**config.mk**
```make
export PLATFORM = sky130hd
export DESIGN_NAME = dma_chain_seq
export DESIGN_NICKNAME = d
export VERILOG_FILES = /design/src/rtl/dma_chain_seq_pkg.sv /design/src/rtl/dcs_addr_step.sv /design/src/rtl/dcs_tag_decode.sv /design/src/rtl/dcs_ret_stack.sv /design/src/rtl/dma_chain_seq.sv
export SDC_FILE = /design/constraint.sdc
export NUM_CORES = 1
export LEC_CHECK = 0
export BUFFER_PORTS_ARGS = -buffer_cell sky130_fd_sc_hd__buf_2
export CAP_MARGIN = 5
export CORE_MARGIN = 2
export CORE_UTILIZATION = 55
export CTS_CLUSTER_SIZE = 12
export DETAILED_ROUTE_END_ITERATION = 12
export PLACE_DENSITY = 0.78
export SLEW_MARGIN = 20
export SYNTH_ARGS = -nofsm -noshare
export SYNTH_HDL_FRONTEND = slang
export SYNTH_HIERARCHICAL = 1
export SYNTH_SLANG_ARGS = --single-unit
```
**constraint.sdc**
```tcl
create_clock -name clk_i -period 4.35 [get_ports clk_i]
set_clock_uncertainty 0.1 [all_clocks]
set_input_delay 0.435 -clock clk_i [delete_from_list [all_inputs] [get_ports clk_i]]
set_output_delay 0.435 -clock clk_i [all_outputs]
set_load 0.05 [all_outputs]
```
**src/rtl/dma_chain_seq_pkg.sv**
```systemverilog
package dma_chain_seq_pkg;

  typedef enum logic [2:0] {
    TG_REFE = 3'd0,
    TG_CNT  = 3'd1,
    TG_NEXT = 3'd2,
    TG_REF  = 3'd3,
    TG_REFS = 3'd4,
    TG_CALL = 3'd5,
    TG_RET  = 3'd6,
    TG_END  = 3'd7
  } tag_id_e;

  typedef enum logic [2:0] {
    NX_STOP,
    NX_AFTER_DATA,
    NX_FIELD,
    NX_AFTER_TAG,
    NX_POP
  } next_e;

  typedef struct packed {
    logic [31:0] addr;
    logic        irq;
    tag_id_e     id;
    logic [1:0]  pce;
    logic [9:0]  rsvd;
    logic [15:0] qwc;
  } tag_t;

  typedef enum logic [2:0] {
    ST_IDLE,
    ST_FETCH,
    ST_TAGX,
    ST_DATA,
    ST_LINK
  } state_e;

  localparam logic [1:0] MODE_CHAIN = 2'd1;

endpackage

```
**src/rtl/dcs_addr_step.sv**
```systemverilog
module dcs_addr_step #(
  parameter int unsigned SPR_AW = 10
) (
  input  logic [31:0] addr_i,
  output logic [31:0] addr_o
);
  localparam int unsigned HI_W = 31 - SPR_AW;

  logic [SPR_AW-1:0] low_inc;
  assign low_inc = addr_i[SPR_AW-1:0] + 1'b1;

  // scratchpad addresses wrap in the window, others carry normally
  always_comb begin
    if (addr_i[31]) addr_o = {1'b1, {HI_W{1'b0}}, low_inc};
    else            addr_o = {1'b0, addr_i[30:0] + 31'd1};
  end
endmodule

```
**src/rtl/dcs_tag_decode.sv**
```systemverilog
module dcs_tag_decode
  import dma_chain_seq_pkg::*;
(
  input  tag_t  tag_i,
  output logic  src_field_o,
  output next_e next_o,
  output logic  push_o
);
  always_comb begin
    src_field_o = 1'b0;
    push_o      = 1'b0;
    next_o      = NX_STOP;
    unique case (tag_i.id)
      TG_REFE: begin src_field_o = 1'b1; next_o = NX_STOP; end
      TG_CNT:  next_o = NX_AFTER_DATA;
      TG_NEXT: next_o = NX_FIELD;
      TG_REF,
      TG_REFS: begin src_field_o = 1'b1; next_o = NX_AFTER_TAG; end
      TG_CALL: begin next_o = NX_FIELD; push_o = 1'b1; end
      TG_RET:  next_o = NX_POP;
      TG_END:  next_o = NX_STOP;
      default: next_o = NX_STOP;
    endcase
  end
endmodule

```
**src/rtl/dcs_ret_stack.sv**
```systemverilog
module dcs_ret_stack #(
  parameter int unsigned DEPTH = 2,
  parameter int unsigned SP_W  = 2
) (
  input  logic            clk_i,
  input  logic            rst_ni,
  input  logic [SP_W-1:0] sp_i,
  input  logic            push_i,
  input  logic [31:0]     data_i,
  output logic [31:0]     top_o
);
  logic [31:0] ent_q [DEPTH];

  for (genvar g = 0; g < DEPTH; g++) begin : g_ent
    always_ff @(posedge clk_i or negedge rst_ni) begin
      if (!rst_ni)                                ent_q[g] <= '0;
      else if (push_i && sp_i == SP_W'(g))        ent_q[g] <= data_i;
    end
  end

  always_comb begin
    top_o = '0;
    for (int i = 0; i < DEPTH; i++) begin
      if (sp_i == SP_W'(i + 1)) top_o = ent_q[i];
    end
  end
endmodule

```
**src/rtl/dma_chain_seq.sv**
```systemverilog
module dma_chain_seq
  import dma_chain_seq_pkg::*;
#(
  parameter int unsigned SPR_AW      = 10,
  parameter int unsigned STACK_DEPTH = 2
) (
  input  logic        clk_i,
  input  logic        rst_ni,
  input  logic        ctrl_we_i,
  input  logic [31:0] ctrl_wdata_i,
  input  logic [31:0] tadr_i,
  output logic [31:0] ctrl_o,
  output logic        tag_req_o,
  output logic [31:0] tag_addr_o,
  input  logic        tag_valid_i,
  input  logic [63:0] tag_data_i,
  output logic        xfer_valid_o,
  output logic [31:0] xfer_addr_o,
  output logic        xfer_tag_o,
  input  logic        xfer_ready_i,
  output logic        done_o,
  output logic        irq_o,
  output logic        err_o
);
  localparam int unsigned SP_W  = 2;
  localparam int unsigned QWC_W = 16;
  localparam logic [SP_W-1:0] SP_FULL = SP_W'(STACK_DEPTH);

  state_e            state_q;
  logic              dir_q, tte_q, tie_q, start_q;
  logic [1:0]        mode_q;
  logic [SP_W-1:0]   sp_q;
  logic [15:0]       tagu_q;
  logic [31:0]       tadr_q, madr_q, fld_q, after_tag_q;
  logic [QWC_W-1:0]  cnt_q;
  next_e             next_q;
  logic              irq_flag_q;
  logic              done_q, irq_q, err_q;

  tag_t        tag_in;
  logic        dec_src_field, dec_push;
  next_e       dec_next;
  logic [31:0] tadr_inc, madr_inc, stack_top;
  logic        stk_push;
  logic [SP_W-1:0] wr_sp;
  logic        stop_now;

  assign tag_in = tag_t'(tag_data_i);

  dcs_tag_decode u_dec (
    .tag_i       (tag_in),
    .src_field_o (dec_src_field),
    .next_o      (dec_next),
    .push_o      (dec_push)
  );

  dcs_addr_step #(.SPR_AW(SPR_AW)) u_tag_step (
    .addr_i (tadr_q),
    .addr_o (tadr_inc)
  );

  dcs_addr_step #(.SPR_AW(SPR_AW)) u_madr_step (
    .addr_i (madr_q),
    .addr_o (madr_inc)
  );

  dcs_ret_stack #(.DEPTH(STACK_DEPTH), .SP_W(SP_W)) u_stack (
    .clk_i  (clk_i),
    .rst_ni (rst_ni),
    .sp_i   (sp_q),
    .push_i (stk_push),
    .data_i (madr_q),
    .top_o  (stack_top)
  );

  assign stop_now = (next_q == NX_STOP) || (next_q == NX_POP && sp_q == '0) ||
                    (tie_q && irq_flag_q);
  assign stk_push = (state_q == ST_LINK) && !stop_now && (next_q == NX_FIELD) &&
                    (fld_push_q);

  logic fld_push_q;

  // written stack pointer is clamped to the stack depth
  assign wr_sp = (ctrl_wdata_i[5:4] > SP_FULL) ? SP_FULL : ctrl_wdata_i[5:4];

  always_ff @(posedge clk_i or negedge rst_ni) begin
    if (!rst_ni) begin
      state_q     <= ST_IDLE;
      dir_q       <= 1'b0;
      mode_q      <= '0;
      sp_q        <= '0;
      tte_q       <= 1'b0;
      tie_q       <= 1'b0;
      start_q     <= 1'b0;
      tagu_q      <= '0;
      tadr_q      <= '0;
      madr_q      <= '0;
      fld_q       <= '0;
      after_tag_q <= '0;
      cnt_q       <= '0;
      next_q      <= NX_STOP;
      irq_flag_q  <= 1'b0;
      fld_push_q  <= 1'b0;
      done_q      <= 1'b0;
      irq_q       <= 1'b0;
      err_q       <= 1'b0;
    end else begin
      done_q <= 1'b0;
      irq_q  <= 1'b0;
      unique case (state_q)
        ST_IDLE: begin
          if (ctrl_we_i) begin
            dir_q   <= ctrl_wdata_i[0];
            mode_q  <= ctrl_wdata_i[3:2];
            sp_q    <= wr_sp;
            tte_q   <= ctrl_wdata_i[6];
            tie_q   <= ctrl_wdata_i[7];
            if (ctrl_wdata_i[8] && ctrl_wdata_i[3:2] == MODE_CHAIN) begin
              start_q <= 1'b1;
              tadr_q  <= tadr_i;
              err_q   <= 1'b0;
              state_q <= ST_FETCH;
            end
          end
        end
        ST_FETCH: begin
          if (tag_valid_i) begin
            tagu_q <= tag_data_i[31:16];
            if (tag_in.id == TG_CALL && sp_q >= SP_FULL) begin
              err_q   <= 1'b1;
              start_q <= 1'b0;
              state_q <= ST_IDLE;
            end else begin
              madr_q      <= dec_src_field ? tag_in.addr : tadr_inc;
              after_tag_q <= tadr_inc;
              fld_q       <= tag_in.addr;
              cnt_q       <= tag_in.qwc;
              next_q      <= dec_next;
              fld_push_q  <= dec_push;
              irq_flag_q  <= tag_in.irq;
              state_q     <= tte_q ? ST_TAGX : ST_DATA;
            end
          end
        end
        ST_TAGX: begin
          if (xfer_ready_i) state_q <= ST_DATA;
        end
        ST_DATA: begin
          if (cnt_q == '0) begin
            state_q <= ST_LINK;
          end else if (xfer_ready_i) begin
            madr_q <= madr_inc;
            cnt_q  <= cnt_q - 1'b1;
          end
        end
        ST_LINK: begin
          if (stop_now) begin
            start_q <= 1'b0;
            done_q  <= 1'b1;
            irq_q   <= tie_q && irq_flag_q;
            state_q <= ST_IDLE;
          end else begin
            unique case (next_q)
              NX_AFTER_DATA: tadr_q <= madr_q;
              NX_FIELD:      tadr_q <= fld_q;
              NX_AFTER_TAG:  tadr_q <= after_tag_q;
              NX_POP:        tadr_q <= stack_top;
              default:       tadr_q <= tadr_q;
            endcase
            if (stk_push)          sp_q <= sp_q + 1'b1;
            if (next_q == NX_POP)  sp_q <= sp_q - 1'b1;
            state_q <= ST_FETCH;
          end
        end
        default: state_q <= ST_IDLE;
      endcase
    end
  end

  assign ctrl_o       = {tagu_q, 7'd0, start_q, tie_q, tte_q, sp_q, mode_q, 1'b0, dir_q};
  assign tag_req_o    = (state_q == ST_FETCH);
  assign tag_addr_o   = tadr_q;
  assign xfer_valid_o = (state_q == ST_TAGX) || (state_q == ST_DATA && cnt_q != '0);
  assign xfer_tag_o   = (state_q == ST_TAGX);
  assign xfer_addr_o  = (state_q == ST_TAGX) ? tadr_q : madr_q;
  assign done_o       = done_q;
  assign irq_o        = irq_q;
  assign err_o        = err_q;

endmodule

```
==> impl_results.md <==
- Status: complete, no violations
- Critical path class: reg2out
- DR pass1 iterations: 7
- Slew @ Worst Pin: 1.14 ns
- Critical Path RT: 3.82 ns
- Global-route wire length before repair: 65.6 mm
- Reg2Reg Depth: 7
- TritonCTS clock tree: done
- Slew HR: 23.7%
- Clk buf depth: 3
- Seq cells post-synth: 243
- N_diodes: 0
- Storage cell area: 6080 sq um
- Vias/cell: 6.42
- Count leader, synth: dfrtp_1
- Cts hold-fix bufs: 4
- Cts repair resizes: 0
- Synth warnings: 6
- Final setup viols: 0
- R2R Setup Slk: 1.16 ns
- HP Start: ctrl_wdata_i[6]
- Dominant synthesized flop cell: dfrtp_1
- GR Overflow Total: 0
- Gate count after technology mapping: 1,421
- Largest net degree at the start of global routing: 101
- Fin crit share: 77.2%
- Initial Utilization: 56.1%
- Vias in the first global route: 12,300
- Fraction of layout cells with a size suffix above 1: 30.7%
- PwrDens: 490 nW/um^2
- Postcts setup bufs: 0
- Post-DR wirelength/cell: 21.8 um
- I/O pin cnt: 235
- Vias: 12,300
- Post-synth top cells: 243 x dfrtp_1, 188 x mux2_2, 126 x nand2_1
- ANT nets after route: 0
- Worst r2r src: next_q[1]
- Non-Filler Instances: 1,918
- Leakage: 7.34 nW
- Number of synthesized flops with an enable pin: 0
- Max VDD drop: 0.324 mV
- CP Capture Type: output pin
- Number of remaining DRC errors: 0
- R2r endpoint: u_stack/ent_q[62]
- Main area contributors after synthesis: dfrtp_1 43%, mux2_2 15%, a21oi_1 4.1%
- CTS buffer count: 26
- RSZ-0062 raised after global routing: no
- Total Routing Usage GR: 30.8%
- Htree depth: 1
- PortBufs: 202
- Critical Path AT: 2.82 ns
- Sequential fraction of the synthesis area: 43.0%
- Post-Route Utilization: 64.1%
- Die Y: 164 um
- Initial antenna violation count: 0
- Worst-path fanout max: 34
- Core ar.: 25,200 sq um
- Root buffer cell: clkbuf_16
- Share of the synthesized area in the top cell type: 43.0%
- Fmax: 298 MHz
- Die X: 164 um
- Crit path launch type: flop
- Asr flop ratio synth: 100%
- Yosys cell types: 72
- Final Hold Fails: 0
- Routability cong.: 0.910
- Final nets: 1,705
- Initial DRC count: 1,169
- Clk_lat worst skew: 0.54 ns
- Post-synth top area cell: dfrtp_1
- Minimum clock period: 3.36 ns
- Filler Cells Inserted: 2,003
- Placed insts: 1,864
- Clock Sinks: 243
- Die ar.: 27,000 sq um
- Clock transition at the registers of the reported paths: 0.06 ns
- Hpwl dp: 26.7 mm
- Area grow syn2layout: 14.1%
- Routed wire length: 41.8 mm
- Hold Path Cell Cnt: 3
- Area of the multi-input gates: 7460 sq um
- Post-Syn Area: 14,100 sq um
- Hold Path End: tte_q
- Post-Route Setup TNS: 0 ns
- Worst min-delay path class: in2reg
- Max-cap violations: 0
- # rows: 58
- Slew Limit Fails: 0
- Avg Cell Area, Syn: 9.95 sq um
placed cells by master, fill, tap and decap left out, types with 5 or more instances in the layout:
| master | instances |
|---|---|
| a22o_1 | 33 |
| o31ai_1 | 29 |
| o22a_1 | 5 |
| nand4_1 | 12 |
| nor2b_1 | 20 |
| nand2_1 | 125 |
| buf_2 | 201 |
| clkbuf_1 | 12 |
| clkbuf_16 | 27 |
| inv_1 | 13 |
| nand3_1 | 27 |
| a221oi_1 | 17 |
| and2_1 | 5 |
| o21ai_0 | 99 |
| and4_1 | 6 |
| o22ai_1 | 6 |
| a31oi_1 | 5 |
| xnor2_1 | 19 |
| clkbuf_8 | 7 |
| xor2_1 | 9 |
| nor2_1 | 107 |
| or4_4 | 5 |
| or3_1 | 12 |
| a22oi_1 | 6 |
| a21oi_1 | 115 |
| nor3_1 | 20 |
| a211oi_1 | 18 |
| a222oi_1 | 11 |
| and3_1 | 6 |
| conb_1 | 8 |
| mux2i_1 | 43 |
| dfrtp_1 | 242 |
| nand2b_1 | 6 |
| or4_1 | 14 |
| mux2_2 | 188 |
| buf_4 | 21 |
| nor4_1 | 13 |
registers in the layout (all words and copies together), names as in the netlist:
signal         count
madr_q            32
tag_addr_o        32
irq_flag_q         1
err_o              1
fld_push_q         1
sp_q               2
state_q            3
after_tag_q       32
start_q            1
dir_q              1
fld_q             32
tie_q              1
tte_q              1
u_stack/ent_q     64
cnt_q             16
next_q             3
irq_o              1
done_o             1
mode_q             2
tagu_q            16
cells by family (layout without fill, tap and decap cells):
group / Yosys count / after routing / share of synthesized area [%]
AND/OR/NAND/NOR: 408 / 408 / 14.9
other: 1 / 8 / 0.0265
XOR/XNOR: 28 / 28 / 1.73
adder cells (fa/ha/maj): 4 / 4 / 0.354
flip-flops: 243 / 243 / 43.0
AO/OA/AOI/OAI: 370 / 370 / 16.8
multiplexers: 236 / 236 / 18.4
buffers and inverters: 131 / 291 / 4.74
metrics by stage:
stage	cell area [sq um]	power [mW]	setup slack, ns	hold WS [ns]
after floorplan	14200	4.91	1.43	0.0394
after global placement	15200	5.55	1.32	0.361
after detailed placement	15200	5.63	1.26	0.372
after CTS	16100	7.86	1.01	0.00518
after global routing	16100	8.26	0.903	0.0162
final	16100	7.90	0.991	0.0149
how the worst max path moves through the flow:
stage,startpoint,endpoint,slack [ns]
3_5_place_dp,tag_addr_o[0],madr_q[26],1.26
3_3_place_gp,tag_addr_o[0],madr_q[22],1.32
6_report,state_q[2],xfer_addr_o[30],0.99
2_1_floorplan,tag_addr_o[0],madr_q[26],1.43
5_1_grt,state_q[2],xfer_addr_o[30],0.90
4_1_cts,state_q[2],xfer_addr_o[30],1.01
final cells by class:
| type | instances | area share, % |
|---|---|---|
| Inverter | 13 | 0.302 |
| Sequential cell | 243 | 37.7 |
| Clock buffer | 46 | 5.06 |
| Clock inverter | 2 | 0.217 |
| Timing Repair Buffer | 230 | 7.92 |
| Multi-Input combinational cell | 1054 | 46.2 |
| Tap cell | 330 | 2.56 |
worst max-delay path, stage by stage (launching register included):
cell	delay (ns)
dfrtp_1	0.53
nor2_1	0.19
and2_2	0.87
mux2_2	0.46
buf_2	0.22
layer usage:
metal | vias to the layer above | track usage, % | share of wire, %
met5 | - | 0 | 0
met2 | 632 | 50.5 | 47
li1 | 5512 | - | -
met1 | 6031 | 40.6 | 40
met4 | 0 | 14.3 | 4.3
met3 | 133 | 4.29 | 8.0
report_power, final:
part,switching (mW),internal (mW)
registers,0.531,2.54
clock network,0.909,1.32
logic,1.73,0.878
total,3.17,4.73
Note: power is estimated with default switching activity, not from simulation.
